**config.mk**
```make
export PLATFORM = sky130hd
export DESIGN_NAME = brd_read_master
export DESIGN_NICKNAME = d
export VERILOG_FILES = /design/src/rtl/brd_pkg.sv /design/src/rtl/brd_beat_counter.sv /design/src/rtl/brd_addr_gen.sv /design/src/rtl/brd_capture.sv /design/src/rtl/brd_ctrl.sv /design/src/rtl/brd_read_master.sv
export SDC_FILE = /design/constraint.sdc
export NUM_CORES = 1
export LEC_CHECK = 0
export BUFFER_PORTS_ARGS = -buffer_cell sky130_fd_sc_hd__buf_2
export CORE_UTILIZATION = 40
export CTS_CLUSTER_SIZE = 20
export DETAILED_ROUTE_END_ITERATION = 10
export PLACE_DENSITY = 0.78
export SLEW_MARGIN = 20
export SYNTH_ARGS = -nofsm -noshare
export SYNTH_HDL_FRONTEND = slang
export SYNTH_SLANG_ARGS = --single-unit
```
**constraint.sdc**
```tcl
create_clock -name clk -period 3.6 [get_ports clk]
set_clock_uncertainty 0.15 [all_clocks]
set_input_delay 0.72 -clock clk [delete_from_list [all_inputs] [get_ports clk]]
set_output_delay 0.72 -clock clk [all_outputs]
set_load 0.03 [all_outputs]
```
**src/rtl/brd_pkg.sv**
```systemverilog
package brd_pkg;
    typedef enum logic [0:0] {
        ST_IDLE = 1'b0,
        ST_BEAT = 1'b1
    } brd_state_e;
endpackage

```
**src/rtl/brd_beat_counter.sv**
```systemverilog
module brd_beat_counter #(
    parameter int CNT_W = 8
) (
    input  logic             clk,
    input  logic             rst,
    input  logic             load,
    input  logic [CNT_W-1:0] load_val,
    input  logic             dec,
    output logic             last
);
    localparam logic [CNT_W-1:0] ONE = CNT_W'(1);

    logic [CNT_W-1:0] remain_q;

    always_ff @(posedge clk) begin
        if (rst) begin
            remain_q <= '0;
        end else if (load) begin
            remain_q <= load_val;
        end else if (dec) begin
            remain_q <= remain_q - ONE;
        end
    end

    assign last = (remain_q == ONE);

    // a decrement never arrives with nothing left to fetch
    a_r6_no_underflow: assert property (@(posedge clk) disable iff (rst)
        dec |-> (remain_q != '0));
endmodule

```
**src/rtl/brd_addr_gen.sv**
```systemverilog
module brd_addr_gen #(
    parameter int ADDR_W = 32,
    parameter int STEP   = 4
) (
    input  logic              clk,
    input  logic              rst,
    input  logic              load,
    input  logic [ADDR_W-1:0] load_addr,
    input  logic              advance,
    output logic [ADDR_W-1:0] addr
);
    localparam logic [ADDR_W-1:0] INC = ADDR_W'(STEP);

    logic [ADDR_W-1:0] addr_q;

    always_ff @(posedge clk) begin
        if (rst) begin
            addr_q <= '0;
        end else if (load) begin
            addr_q <= load_addr;
        end else if (advance) begin
            addr_q <= addr_q + INC;
        end
    end

    assign addr = addr_q;

    // load and advance are never requested together
    a_r7_load_excl: assert property (@(posedge clk) disable iff (rst)
        !(load && advance));
endmodule

```
**src/rtl/brd_capture.sv**
```systemverilog
module brd_capture #(
    parameter int DATA_W = 32,
    parameter int TAG_W  = 4
) (
    input  logic              clk,
    input  logic              rst,
    input  logic              take,
    input  logic [DATA_W-1:0] din,
    input  logic [TAG_W-1:0]  tin,
    output logic              valid,
    output logic [DATA_W-1:0] data,
    output logic [TAG_W-1:0]  tag
);
    logic              valid_q;
    logic [DATA_W-1:0] data_q;
    logic [TAG_W-1:0]  tag_q;

    always_ff @(posedge clk) begin
        if (rst) begin
            valid_q <= 1'b0;
        end else begin
            valid_q <= take;
        end
    end

    always_ff @(posedge clk) begin
        if (take) begin
            data_q <= din;
            tag_q  <= tin;
        end
    end

    assign valid = valid_q;
    assign data  = data_q;
    assign tag   = tag_q;
endmodule

```
**src/rtl/brd_ctrl.sv**
```systemverilog
module brd_ctrl
    import brd_pkg::*;
(
    input  logic clk,
    input  logic rst,
    input  logic cmd_valid,
    input  logic cmd_nonzero,
    input  logic ack,
    input  logic last,
    output logic accept,
    output logic advance,
    output logic take,
    output logic finish,
    output logic cyc,
    output logic stb
);
    brd_state_e state_q, state_d;
    logic       cyc_q, stb_q;
    logic       beat_ack;

    assign beat_ack = (state_q == ST_BEAT) && ack;
    assign accept   = (state_q == ST_IDLE) && cmd_valid && cmd_nonzero;
    assign advance  = beat_ack && !last;
    assign finish   = beat_ack && last;
    assign take     = beat_ack;

    always_comb begin
        state_d = state_q;
        unique case (state_q)
            ST_IDLE: if (accept) state_d = ST_BEAT;
            ST_BEAT: if (finish) state_d = ST_IDLE;
        endcase
    end

    // state register
    always_ff @(posedge clk) begin
        if (rst) begin
            state_q <= ST_IDLE;
        end else begin
            state_q <= state_d;
        end
    end

    // registered bus controls
    always_ff @(posedge clk) begin
        if (rst) begin
            cyc_q <= 1'b0;
            stb_q <= 1'b0;
        end else begin
            cyc_q <= (state_d == ST_BEAT);
            stb_q <= (state_d == ST_BEAT);
        end
    end

    assign cyc = cyc_q;
    assign stb = stb_q;

    // leaving the beat state happens only on an acknowledge
    a_r6_leave_on_ack: assert property (@(posedge clk) disable iff (rst)
        (state_q == ST_BEAT && !ack) |=> (state_q == ST_BEAT));
endmodule

```
**src/rtl/brd_read_master.sv**
```systemverilog
module brd_read_master #(
    parameter int ADDR_W = 32,
    parameter int DATA_W = 32,
    parameter int CNT_W  = 8,
    parameter int ATAG_W = 4,
    parameter int CTAG_W = 4,
    parameter int DTAG_W = 4
) (
    input  logic                clk,
    input  logic                rst,
    input  logic                cmd_valid,
    input  logic [ADDR_W-1:0]   cmd_addr,
    input  logic [CNT_W-1:0]    cmd_beats,
    input  logic [DATA_W/8-1:0] cmd_lanes,
    input  logic [ATAG_W-1:0]   cmd_addr_tag,
    input  logic [CTAG_W-1:0]   cmd_cycle_tag,
    output logic                busy,
    output logic [ADDR_W-1:0]   bus_addr,
    output logic [ATAG_W-1:0]   bus_addr_tag,
    output logic [DATA_W/8-1:0] bus_lanes,
    output logic                bus_wr_en,
    output logic                bus_cycle,
    output logic                bus_strobe,
    output logic [CTAG_W-1:0]   bus_cycle_tag,
    input  logic                bus_ack,
    input  logic [DATA_W-1:0]   bus_rdata,
    input  logic [DTAG_W-1:0]   bus_data_tag,
    output logic                rd_valid,
    output logic [DATA_W-1:0]   rd_data,
    output logic [DTAG_W-1:0]   rd_tag
);
    localparam int LANES = DATA_W / 8;
    localparam int STEP  = LANES;

    logic accept, advance, take, finish, last;
    logic cyc, stb;

    logic [LANES-1:0]  lanes_q;
    logic [ATAG_W-1:0] atag_q;
    logic [CTAG_W-1:0] ctag_q;

    brd_ctrl u_ctrl (
        .clk        (clk),
        .rst        (rst),
        .cmd_valid  (cmd_valid),
        .cmd_nonzero(cmd_beats != '0),
        .ack        (bus_ack),
        .last       (last),
        .accept     (accept),
        .advance    (advance),
        .take       (take),
        .finish     (finish),
        .cyc        (cyc),
        .stb        (stb)
    );

    brd_beat_counter #(.CNT_W(CNT_W)) u_count (
        .clk     (clk),
        .rst     (rst),
        .load    (accept),
        .load_val(cmd_beats),
        .dec     (take),
        .last    (last)
    );

    brd_addr_gen #(.ADDR_W(ADDR_W), .STEP(STEP)) u_addr (
        .clk      (clk),
        .rst      (rst),
        .load     (accept),
        .load_addr(cmd_addr),
        .advance  (advance),
        .addr     (bus_addr)
    );

    brd_capture #(.DATA_W(DATA_W), .TAG_W(DTAG_W)) u_cap (
        .clk  (clk),
        .rst  (rst),
        .take (take),
        .din  (bus_rdata),
        .tin  (bus_data_tag),
        .valid(rd_valid),
        .data (rd_data),
        .tag  (rd_tag)
    );

    // per-phase lane and address tag, reloaded with the command
    always_ff @(posedge clk) begin
        if (rst) begin
            lanes_q <= '0;
            atag_q  <= '0;
        end else if (accept) begin
            lanes_q <= cmd_lanes;
            atag_q  <= cmd_addr_tag;
        end
    end

    // cycle tag lives only while the cycle is open
    always_ff @(posedge clk) begin
        if (rst) begin
            ctag_q <= '0;
        end else if (accept) begin
            ctag_q <= cmd_cycle_tag;
        end else if (finish) begin
            ctag_q <= '0;
        end
    end

    assign bus_lanes     = lanes_q;
    assign bus_addr_tag  = atag_q;
    assign bus_cycle_tag = ctag_q;
    assign bus_cycle     = cyc;
    assign bus_strobe    = stb;
    assign busy          = cyc;
    assign bus_wr_en     = 1'b0;

    a_r1_reset_idle: assert property (@(posedge clk)
        rst |=> (!bus_cycle && !bus_strobe && !busy && !rd_valid));

    a_r2_open_cycle: assert property (@(posedge clk) disable iff (rst)
        (!bus_cycle && cmd_valid && cmd_beats != '0) |=>
            (bus_cycle && bus_strobe && bus_addr == $past(cmd_addr)
             && bus_cycle_tag == $past(cmd_cycle_tag)));

    a_r3_hold_wait: assert property (@(posedge clk) disable iff (rst)
        (bus_strobe && !bus_ack) |=>
            (bus_strobe && $stable(bus_addr) && $stable(bus_lanes)
             && $stable(bus_addr_tag)));

    a_r4_step_addr: assert property (@(posedge clk) disable iff (rst)
        (bus_strobe && bus_ack) |=>
            (!bus_cycle || (bus_strobe
             && bus_addr == $past(bus_addr) + ADDR_W'(STEP))));

    a_r5_capture: assert property (@(posedge clk) disable iff (rst)
        (bus_strobe && bus_ack) |=>
            (rd_valid && rd_data == $past(bus_rdata)
             && rd_tag == $past(bus_data_tag)));

    a_r6_close_on_ack: assert property (@(posedge clk) disable iff (rst)
        ($fell(bus_cycle) && !$past(rst)) |-> $past(bus_ack));

    a_r8_no_stray: assert property (@(posedge clk) disable iff (rst)
        !(bus_strobe && bus_ack) |=> !rd_valid);

    a_r9_zero_count: assert property (@(posedge clk) disable iff (rst)
        (!bus_cycle && cmd_valid && cmd_beats == '0) |=> !bus_cycle);
endmodule

```
==> results_dict.tcl <==
set metrics [dict create \
    synth_seq_cells 90 \
    core_area_um2 9200 \
    crit_fanout 8 \
    pre_cts_ws_ns 0.966 \
    combPwrFrac_pct 16.9 \
    syn_nets 455 \
    initial_core_util_pct 41.0 \
    clock_path_buffers 2 \
    min_period_ns 2.36 \
    power.share.clock_pct 33.1 \
    place_inst 629 \
    cap_violations 0 \
    total_power_mw 2.37 \
    finalSetupViolCount 0 \
    fin_tns_setup_ns 0 \
    wire_per_inst_um 14.5 \
    vias_per_cell 5.16 \
    clk_latency_ns 0.35 \
    drc 0 \
    synth_top_area_share_pct 28.6 \
    irDropWorstVdd_mv 0.246 \
    die_y_um 99.1 \
    outcome "complete, no violations" \
    yosys.area.top_type "dfxtp_1" \
    p_int_mw 1.69 \
    dp_hpwl_mm 6.87 \
    synth_edf_count 36 \
    fp.dieW_um 99.1 \
    antenna_left 0 \
    p_leak_nw 2.10 \
    layout-drive-gt1-share_pct 38.4 \
    tightest_slew_ns 1.01 \
    place_area_um2 4720 \
    rows 35 \
    grt_setup_unrepaired "false" \
    first_pass_iters 4 \
    power_density_nw_per_um2 478 \
    ys_seq_area_share_pct 57.3 \
    p_switching_mw 0.679 \
    finalCritPeriodShare_pct 65.5 \
    cp_slowest_cell "a21oi_1" \
    avgSynthCellArea_um2 10.5 \
    cp_data_arrival_time_ns 2.47 \
    grt_first_pass_wirelength_mm 14.8 \
    syn_inst 360 \
    required_ns 3.71 \
    die_area_um2 9830 \
    slew_headroom_pct 32.7 \
    synth_area_um2 3770 \
    fin_area_um2 4960 \
    worst_slack_ns 1.24 \
    cts-buffers-inserted 9 \
    grt_pass1_vias 3108 \
    numPortBuffers 175 \
    grt-ovfl-total 0 \
    async_flop_share_pct 0 \
    endpoint_kind "flip-flop" \
    synthFlopType "dfxtp_1" \
    clkTransAtPathRegs_ns 0.09 \
    synth_cell_types 43 \
    crit_type "reg -> reg" \
    gp_routability_congestion 0.798 \
    cts_root_buffer "clkbuf_8" \
    timing.fmax_mhz 424 \
    final_core_util_pct 53.9 \
    critical-path-max-stage-delay_ns 0.70 \
    ctsResizeCount 0 \
    num_antenna_cells 0 \
    grtUsageTotal_pct 19.2 \
    cts_tree "built" \
    hold_buffers 0 \
    vias 3325 \
    fillCellCount 840 \
    power_frac_seq_pct 50.0 \
    grt_max_degree 55 \
    report.final.slew_viol_count 0 \
    routed_wl_mm 9.38 \
    antenna_found_initial 0 \
    hp-class "reg -> reg" \
    synth_area_leaders "dfxtp_1, edfxtp_1, a211oi_1" \
    reg2reg_slack_ns 1.24 \
    instances_no_fill 645 \
    yosys_warnings 0 \
    postCtsSetupRepairBufs 0 \
    switching_share_pct 28.7 \
    io_pins 177 \
    worstPathCellList "inv_1 -> ha_1 -> nor3b_2 -> a21oi_1 -> nand4_1 -> xor2_1 -> a211oi_1" \
    nets 624 \
    holdWs_ns 0.307 \
    critPathLaunchType "flip-flop" \
    syn_to_final_growth_pct 31.3 \
    drtIter0Drc 118 \
    hold_violations 0 \
    clock_sinks 90 \
    cts_max_level 3 \
]
-- worst paths after layout --
kind	start	to	depth (start not counted)
worst max-delay path	u_count.remain_q[1]	u_addr.addr[20]	7
worst min-delay path	u_addr.addr[1]	u_addr.addr[1]	2
worst max register to register	u_count.remain_q[1]	u_addr.addr[20]	7
worst min register to register	u_addr.addr[1]	u_addr.addr[1]	2
-- layer usage --
metal	vias to the layer above	GRT usage, %	part of all wire [%]
li1	1645	-	-
met2	151	31.5	47
met5	-	0	0
met1	1510	23.8	43
met3	19	5.55	7.6
met4	0	7.69	2.0
-- Yosys cell counts (all sizes together) (3+ instances only) --
| cell type | number |
|---|---|
| a211oi | 26 |
| a21oi | 20 |
| a22oi | 6 |
| a311oi | 4 |
| a31oi | 3 |
| and3 | 6 |
| buf | 7 |
| clkbuf | 15 |
| dfxtp | 54 |
| edfxtp | 36 |
| ha | 3 |
| inv | 9 |
| nand2 | 31 |
| nand3 | 13 |
| nand4 | 14 |
| nor2 | 46 |
| nor3 | 9 |
| nor4 | 7 |
| o21ai | 3 |
| or2 | 3 |
| or3 | 3 |
| xnor2 | 16 |
| xor2 | 9 |
-- cell families after synthesis --
kind of cell	count (synthesis)	synth area share, %
other	1	0.0993
AO/OA/AOI/OAI	71	12.8
multiplexers	1	0.265
XOR/XNOR	25	5.80
buffers and inverters	31	4.04
adder cells (fa/ha/maj)	3	0.994
AND/OR/NAND/NOR	138	18.7
flip-flops	90	57.3
-- registers in the layout, indices dropped and copies added (netlist names) --
name,cells
bus_lanes,4
u_cap.data,32
u_count.remain_q,8
u_addr.addr,32
u_cap.tag,4
bus_cycle_tag,4
u_ctrl.state_q,1
bus_addr_tag,4
u_cap.valid,1
-- worst max-delay path, delay by kind of cell (launching register included) --
family                     cells  cell delay [ns]
and+or+nand+nor                2             0.42
xor gates and xnor gates       1             0.19
DFF                            1             0.36
adders and majority gates      1             0.17
buffers and inverters          1             0.07
AOI/OAI and AO/OA              2             0.91
-- power groups by stage --
stage	sequential, mW	clock (mW)	combinational (mW)
5_1_grt	1.19	0.858	0.433
3_3_place_gp	1.20	0	0.391
3_5_place_dp	1.21	0	0.400
4_1_cts	1.18	0.810	0.401
6_report	1.18	0.784	0.399
2_1_floorplan	1.31	0	0.153
-- placed cells by master, fill, tap and decap left out, types with 4 or more instances in the layout --
cell and instances:
a211oi_1 26, a21oi_1 20, a22oi_1 6, a311oi_1 4
and3_1 6, buf_2 175, buf_4 4, clkbuf_8 10
dfxtp_1 54, edfxtp_1 36, inv_1 9, nand2_1 31
nand3_1 12, nand4_1 13, nor2_1 46, nor3_1 8
nor4_1 6, xnor2_1 16, xor2_1 9
-- area by class of cell --
class                   count  area (µm²)  share of cell area, %
repair buffers            180         926                   18.7
well taps                 111         139                   2.80
clock inverters             6        96.3                   1.94
multi-input cells         239        1460                   29.5
flip-flops and latches     90        2160                   43.6
inverters                   9        33.8                  0.682
clock buffers              10         138                   2.78
(Power assumes the default switching activity.)
